`src/rtl/hms_split_pkg.sv`:
```
package hms_split_pkg;

    localparam int unsigned SECS_W    = 17;
    localparam int unsigned HOURS_W   = 5;
    localparam int unsigned MINSEC_W  = 6;
    localparam int unsigned DIVISOR   = 60;
    localparam int unsigned RECIP     = 139811;
    localparam int unsigned SHIFT     = 23;
    localparam int unsigned DAY_SECS  = 86400;
    localparam int unsigned TOTMIN_W  = $clog2(DAY_SECS / DIVISOR);

    typedef struct packed {
        logic [HOURS_W-1:0]  hours;
        logic [MINSEC_W-1:0] minutes;
        logic [MINSEC_W-1:0] seconds;
    } hms_t;

endpackage

```
`src/rtl/recip_div.sv`:
```
// Quotient by constant: multiply by a scaled reciprocal, then shift right.
module recip_div #(
    parameter int unsigned IN_W    = 17,
    parameter int unsigned Q_W     = 11,
    parameter int unsigned RECIP   = 139811,
    parameter int unsigned SHIFT   = 23,
    parameter int unsigned CONST_W = $clog2(RECIP + 1)
) (
    input  logic [IN_W-1:0] num_i,
    output logic [Q_W-1:0]  quo_o
);
    localparam int unsigned PROD_W = IN_W + CONST_W;

    logic [PROD_W-1:0] prod;

    // Keep the full-width product so that no high bits drop before the shift.
    assign prod  = PROD_W'(num_i) * PROD_W'(RECIP);
    assign quo_o = Q_W'(prod >> SHIFT);
endmodule

```
`src/rtl/rem_stage.sv`:
```
// Remainder by multiply-subtract: num - quo * DIVISOR.
module rem_stage #(
    parameter int unsigned IN_W    = 17,
    parameter int unsigned Q_W     = 11,
    parameter int unsigned R_W     = 6,
    parameter int unsigned DIVISOR = 60
) (
    input  logic [IN_W-1:0] num_i,
    input  logic [Q_W-1:0]  quo_i,
    output logic [R_W-1:0]  rem_o
);
    assign rem_o = R_W'(num_i - IN_W'(quo_i) * IN_W'(DIVISOR));
endmodule

```
`src/rtl/hms_split.sv`:
```
module hms_split
    import hms_split_pkg::*;
#(
    parameter bit REG_OUT = 1'b1
) (
    input  logic                clk,
    input  logic                rst_n,
    input  logic [SECS_W-1:0]   secs_in,
    output logic [HOURS_W-1:0]  hours_o,
    output logic [MINSEC_W-1:0] minutes_o,
    output logic [MINSEC_W-1:0] seconds_o
);
    logic [TOTMIN_W-1:0] tot_min;
    logic [MINSEC_W-1:0] sec_rem;
    logic [MINSEC_W-1:0] min_rem;
    logic [HOURS_W-1:0]  hrs;
    hms_t                out_d, out_q;

    // Stage one: seconds -> total minutes, seconds remainder
    recip_div #(.IN_W(SECS_W), .Q_W(TOTMIN_W), .RECIP(RECIP), .SHIFT(SHIFT))
        u_div_sec (.num_i(secs_in), .quo_o(tot_min));
    rem_stage #(.IN_W(SECS_W), .Q_W(TOTMIN_W), .R_W(MINSEC_W), .DIVISOR(DIVISOR))
        u_rem_sec (.num_i(secs_in), .quo_i(tot_min), .rem_o(sec_rem));

    // Stage two: total minutes -> hours, minutes remainder
    recip_div #(.IN_W(TOTMIN_W), .Q_W(HOURS_W), .RECIP(RECIP), .SHIFT(SHIFT))
        u_div_min (.num_i(tot_min), .quo_o(hrs));
    rem_stage #(.IN_W(TOTMIN_W), .Q_W(HOURS_W), .R_W(MINSEC_W), .DIVISOR(DIVISOR))
        u_rem_min (.num_i(tot_min), .quo_i(hrs), .rem_o(min_rem));

    always_comb begin
        out_d         = '0;
        out_d.hours   = hrs;
        out_d.minutes = min_rem;
        out_d.seconds = sec_rem;
    end

    always_ff @(posedge clk or negedge rst_n) begin
        if (!rst_n) out_q <= '0;
        else        out_q <= out_d;
    end

    generate
        if (REG_OUT) begin : g_reg
            assign hours_o   = out_q.hours;
            assign minutes_o = out_q.minutes;
            assign seconds_o = out_q.seconds;


            reg_delay_chk: assert property (@(posedge clk) disable iff (!rst_n)
                $past(rst_n) |-> (out_q == $past(out_d)));


            reset_clear_chk: assert property (@(posedge clk)
                !rst_n |-> (out_q == '0));
        end else begin : g_comb
            assign hours_o   = out_d.hours;
            assign minutes_o = out_d.minutes;
            assign seconds_o = out_d.seconds;
        end
    endgenerate


    sec_stage_chk: assert property (@(posedge clk) disable iff (!rst_n)
        (int'(secs_in) < int'(DAY_SECS)) |->
        ((int'(tot_min) * int'(DIVISOR) + int'(sec_rem) == int'(secs_in))
         && (int'(sec_rem) < int'(DIVISOR))));


    min_stage_chk: assert property (@(posedge clk) disable iff (!rst_n)
        (int'(secs_in) < int'(DAY_SECS)) |->
        ((int'(hrs) * int'(DIVISOR) + int'(min_rem) == int'(tot_min))
         && (int'(min_rem) < int'(DIVISOR))));


    hours_range_chk: assert property (@(posedge clk) disable iff (!rst_n)
        (int'(secs_in) < int'(DAY_SECS)) |-> (int'(hrs) < 24));
endmodule

```
`config.mk`:
```
export PLATFORM = sky130hd
export DESIGN_NAME = hms_split
export DESIGN_NICKNAME = d
export VERILOG_FILES = /design/src/rtl/hms_split_pkg.sv /design/src/rtl/recip_div.sv /design/src/rtl/rem_stage.sv /design/src/rtl/hms_split.sv
export SDC_FILE = /design/constraint.sdc
export NUM_CORES = 1
export LEC_CHECK = 0
export ABC_AREA = 0
export BUFFER_PORTS_ARGS = -buffer_cell sky130_fd_sc_hd__buf_2
export CAP_MARGIN = 20
export CORE_MARGIN = 5
export CORE_UTILIZATION = 25
export CTS_BUF_LIST = sky130_fd_sc_hd__clkbuf_4
export CTS_CLUSTER_SIZE = 8
export DETAILED_ROUTE_END_ITERATION = 6
export PLACE_DENSITY = 0.52
export SYNTH_ARGS = -nofsm -noshare
export SYNTH_HDL_FRONTEND = slang
export SYNTH_HIERARCHICAL = 1
export SYNTH_SLANG_ARGS = --single-unit
```
`constraint.sdc`:
```
create_clock -name clk -period 0.8 [get_ports clk]
set_input_delay 0.08 -clock clk [delete_from_list [all_inputs] [get_ports clk]]
set_output_delay 0.08 -clock clk [all_outputs]
set_load 0.005 [all_outputs]
```
-- Word-level counts from Yosys, hierarchy flattened
Index checks and enable logic that the tools add are counted.
- $add $sub $neg: 2
- multiply operators: 4
- divide/modulo/power cells: 0
- $lt $le $gt $ge: 0
- equality and inequality tests: 0
- shift-type cells: 0
- multiplexer cells: 0
- bitwise gates (word level): 0
- reductions and logical operators: 0
- operators by type and width (operator ; number):
    17-bit by 18-bit multiplier with 34-bit output (second input constant) ; 1
    11-bit by 18-bit multiplier with 28-bit output (second input constant) ; 1
    6-bit subtractor ; 2
    11-bit by 4-bit multiplier with 4-bit output (second input constant) ; 1
    5-bit by 4-bit multiplier with 4-bit output (second input constant) ; 1
- register bits after elaboration: 17
- bits in latches: 0
- memory bits (writable): 0
- ROM bits: 0
- memories: 0

-- Logic depth before layout (Yosys ltp)
- depth in word-level cells: 4
- mapped depth: 43
- depth with buffers taken out: 43

-- Modules after synthesis
Netlist, hierarchy kept.
- modules (own cells, without submodules) (module ; times used ; cells an instance ; area each (µm²) ; sequential area each (µm²)):
    recip_div (u_div_sec) ; 1 ; 369 ; 3359.5 ; 0.0
    recip_div (u_div_min) ; 1 ; 175 ; 1581.5 ; 0.0
    hms_split ; 1 ; 17 ; 425.4 ; 425.4
    rem_stage ; 2 ; 22 ; 200.2 ; 0.0

-- Least setup slack after synthesis
Ideal clock, no wire load.
- kind: input-to-reg
- from: in secs_in[15]
- to: reg out_q (netlist bit minutes_o[5])
- library setup time: 0.127 ns
- data arrival time: 8.857 ns
- required time: 0.673 ns
- setup slack: -8.184 ns
- stages on the path: 39
- buffers on the path: 0
- path through: inv_1 > ha_1 > ha_1 > or2_2 > fa_1 > inv_1 > fa_1 > fa_1 > inv_1 > fa_1 > ha_1 > nand4_1 > nor2_4 > nand2_1 > o31ai_4 > o21ai_0 > a21oi_1 > inv_1 > [... 3 more ...] > fa_1 > fa_1 > ha_1 > ha_1 > and3_1 > nand3_1 > or4b_1 > nand3_2 > a31oi_1 > xnor2_1 > ha_1 > ha_1 > ha_1 > inv_1 > ha_1 > a21oi_1 > o21ai_0 > xnor2_1
- cells in the longest elaborated chain, start to end: 4
- ends and longest elaborated chain (what ; line ; source):
    start: declaration ; hms_split.sv:8 ; input logic [SECS_W-1:0] secs_in,
    17-bit by 18-bit multiplier with 34-bit output ; recip_div.sv:17 ; assign prod = PROD_W'(num_i) * PROD_W'(RECIP);
    named net tot_min[9] ; hms_split.sv:13 ; logic [TOTMIN_W-1:0] tot_min;
    11-bit by 18-bit multiplier with 28-bit output ; recip_div.sv:17 ;
    named net hrs[1] ; hms_split.sv:16 ; logic [HOURS_W-1:0] hrs;
    5-bit by 4-bit multiplier with 4-bit output ; rem_stage.sv:12 ; assign rem_o = R_W'(num_i - IN_W'(quo_i) * IN_W'(DIVISOR));
    6-bit subtractor ; rem_stage.sv:12 ;
    named net min_rem[5] ; hms_split.sv:15 ; logic [MINSEC_W-1:0] min_rem;
    end signal: assignment ; hms_split.sv:40 ; else out_q <= out_d;
    end: declaration ; hms_split.sv:17 ; hms_t out_d, out_q;
The timed path passes the listed nets, and every way through them passes these cells.

-- Worst setup path in the final report
Same ends and word-level chain as after synthesis.

==> results.cfg <==
[worst_hold_path]
hold_class = in -> reg
min_path_cells = 2
hold_end = seconds_o[0]
min-delay-start = secs_in[0]

[cts]
clockBufferDepth = 2
h-tree-depth = 1
cts-root-buf = clkbuf_4
tritoncts.num_buffers = 3
cts_tree = done
clk_pin_slew_ns = 0.10
clkSinkCount = 17

[worst_setup_path]
crit_fanout = 4
cpMostUsedCell = ha_4
crit_arrival_ns = 8.65
slowest_delay_ns = 0.55
crit_path_top_delay_cell = fa_1
crit_type = in -> reg
cp-start-kind = input pin
critPathCaptureType = flip-flop
worstPathRequired_ns = 1.02

[global_route]
grt_pass1_vias = 4849
met2_usage = 0.184
busiest_layer = met2
grt_overflow = 0
met1_usage = 0.142
antenna_found_initial = 0
grt_use_met3 = 0.00203
gr-usage-all-layers = 0.103
grt_pass1_wl_um = 22900
grt_max_degree = 18

[place]
dpl-instance-area_um2 = 7520
dp_slack_ns = -8.19
post-dp-hpwl_um = 12200
portBuffers = 35
routabilityCongestion = 0.784

[die]
io_pins = 36
rows = 55
die_w_um = 162
die_area_um2 = 26200
die_y_um = 162
start_util = 0.254
core_area_um2 = 22700

[synth]
synth_largest_area_cell = ha_1
ys_seq_area_frac = 0.0738
synthesis.nets = 865
synth-seq-cells = 17
netlist_area_um2 = 5770
syn_area_per_cell_um2 = 9.53
ys_top_cells_by_count = 187 x ha_1, 148 x inv_1, 54 x fa_1, 26 x a21oi_1
synth_flop_cell = dfrtp_1
yosysMostFrequentCell = ha_1
synthCells = 605
synth_top_area_share = 0.406
synth.distinct_cells = 61
async_flop_share = 1.00
synth_area_leaders = ha_1 41%, fa_1 19%, inv_1 9.6%
synth-edff-count = 0
ys.warnings.count = 6

[timing]
slew_headroom = 0.701
hold_violations = 0
min_period_over_period = 10.5
setup_viol = 32
max_freq_ghz = 0.119
rsz0062_at_grt = yes
maxSlewViolCount = 0
worst_pin_slew_ns = 0.449
layout_setup_ws_ns = -7.63
period_needed_ns = 8.43

[layout]
diodes = 0
num-nets-final = 1067
area_growth_pct = 44.1
fin_area_um2 = 8310
drive_gt1_frac = 0.400

[detailed_routing]
drc = 0
via_per_inst = 4.32
ant_nets = 0
totalWireLength_um = 13600
firstDrtPassIters = 4
drt_iter0_drc = 90
vias = 4714
wire_per_inst_um = 12.5

[run_status]
status = finished with violations
violations = setup timing

[job]
max-cap-violations = 0
[how the worst max path moves through the flow]
stage               slack [ns]  cells after the start            to        start
detailed placement       -8.19                     41  minutes_o[5]  secs_in[15]
global route             -8.05                     39  minutes_o[5]  secs_in[15]
finish                   -7.63                     39  minutes_o[5]  secs_in[15]
floorplan                -7.69                     37  minutes_o[5]  secs_in[15]
global placement         -8.11                     41  minutes_o[5]  secs_in[15]
CTS                      -7.65                     41  minutes_o[5]  secs_in[15]
[metal layers]
metal,wire (um),up-vias,share of wire
li1,-,2446,-
met1,6640,2213,0.49
met2,6690,44,0.49
met3,184,11,0.014
met4,115,0,0.0084
met5,0,-,0
[flip-flops by register name, indices dropped and copies added (netlist names)]
register	flops
hours_o	5
seconds_o	6
minutes_o	6
[placed cells by master, fill, tap and decap left out, types with 7 or more instances in the layout]
cell type / netlist / routed
inv_2: 0 / 14
a21oi_1: 26 / 17
o21ai_1: 7 / 7
ha_4: 0 / 20
nand4_1: 8 / 8
buf_4: 4 / 151
buf_2: 0 / 33
xnor2_2: 0 / 10
nand2_1: 15 / 12
nand3_1: 12 / 9
dfrtp_1: 17 / 17
fa_1: 54 / 48
nor2_1: 12 / 12
ha_1: 187 / 163
buf_6: 0 / 17
inv_1: 148 / 131
[area by class of cell]
type / instances / area (um^2)
Clock buffer: 3 / 22.5
Clock inverter: 1 / 7.51
Fill cell: 2327 / 14400
Inverter: 148 / 568
Multi-Input combinational cell: 434 / 5410
Sequential cell: 17 / 425
Tap cell: 285 / 357
Timing Repair Buffer: 203 / 1520
[stage by stage]
| step | hold WS [ns] | instances | TNS [ns] | utilization |
|---|---|---|---|---|
| floorplan | -0.216 | 605 | -83.29 | - |
| global placement | 0.00376 | 1057 | -92.16 | 0.331 |
| detailed placement | 0.00548 | 1057 | -92.85 | 0.331 |
| CTS | 0.143 | 1072 | -86.60 | 0.346 |
| global route | 0.140 | 1091 | -92.32 | 0.366 |
| finish | 0.149 | 1091 | -87.46 | 0.366 |
[cells by family (layout without fill, tap and decap cells)]
logic type      count (synthesis)  in the layout  synth area share
buf+inv                       154            355             0.104
xor+xnor                       25             25            0.0427
flops                          17             17            0.0738
simple gates                   80             80            0.0779
fa+ha+maj                     241            241             0.593
compound gates                 88             88             0.109
[critical path, delay by kind of cell]
kind,cells,cell delay (ns)
fa+ha+maj,16,5.55
buf+inv,8,0.40
xor+xnor,3,0.45
compound gates,4,0.81
simple gates,8,1.35
[repair_timing]
action / 4_1_cts / 5_1_grt
setup buffers: 10 / 20
hold buffers: 1 / 0
gates resized for setup: 42 / 64
endpoints found under the hold margin: 17 / 0
setup endpoints to repair: 32 / 32
pin swaps: 21 / 55
Power is not shown: default switching activity piles up to over one toggle a cycle in this logic, so the estimate is an artifact.
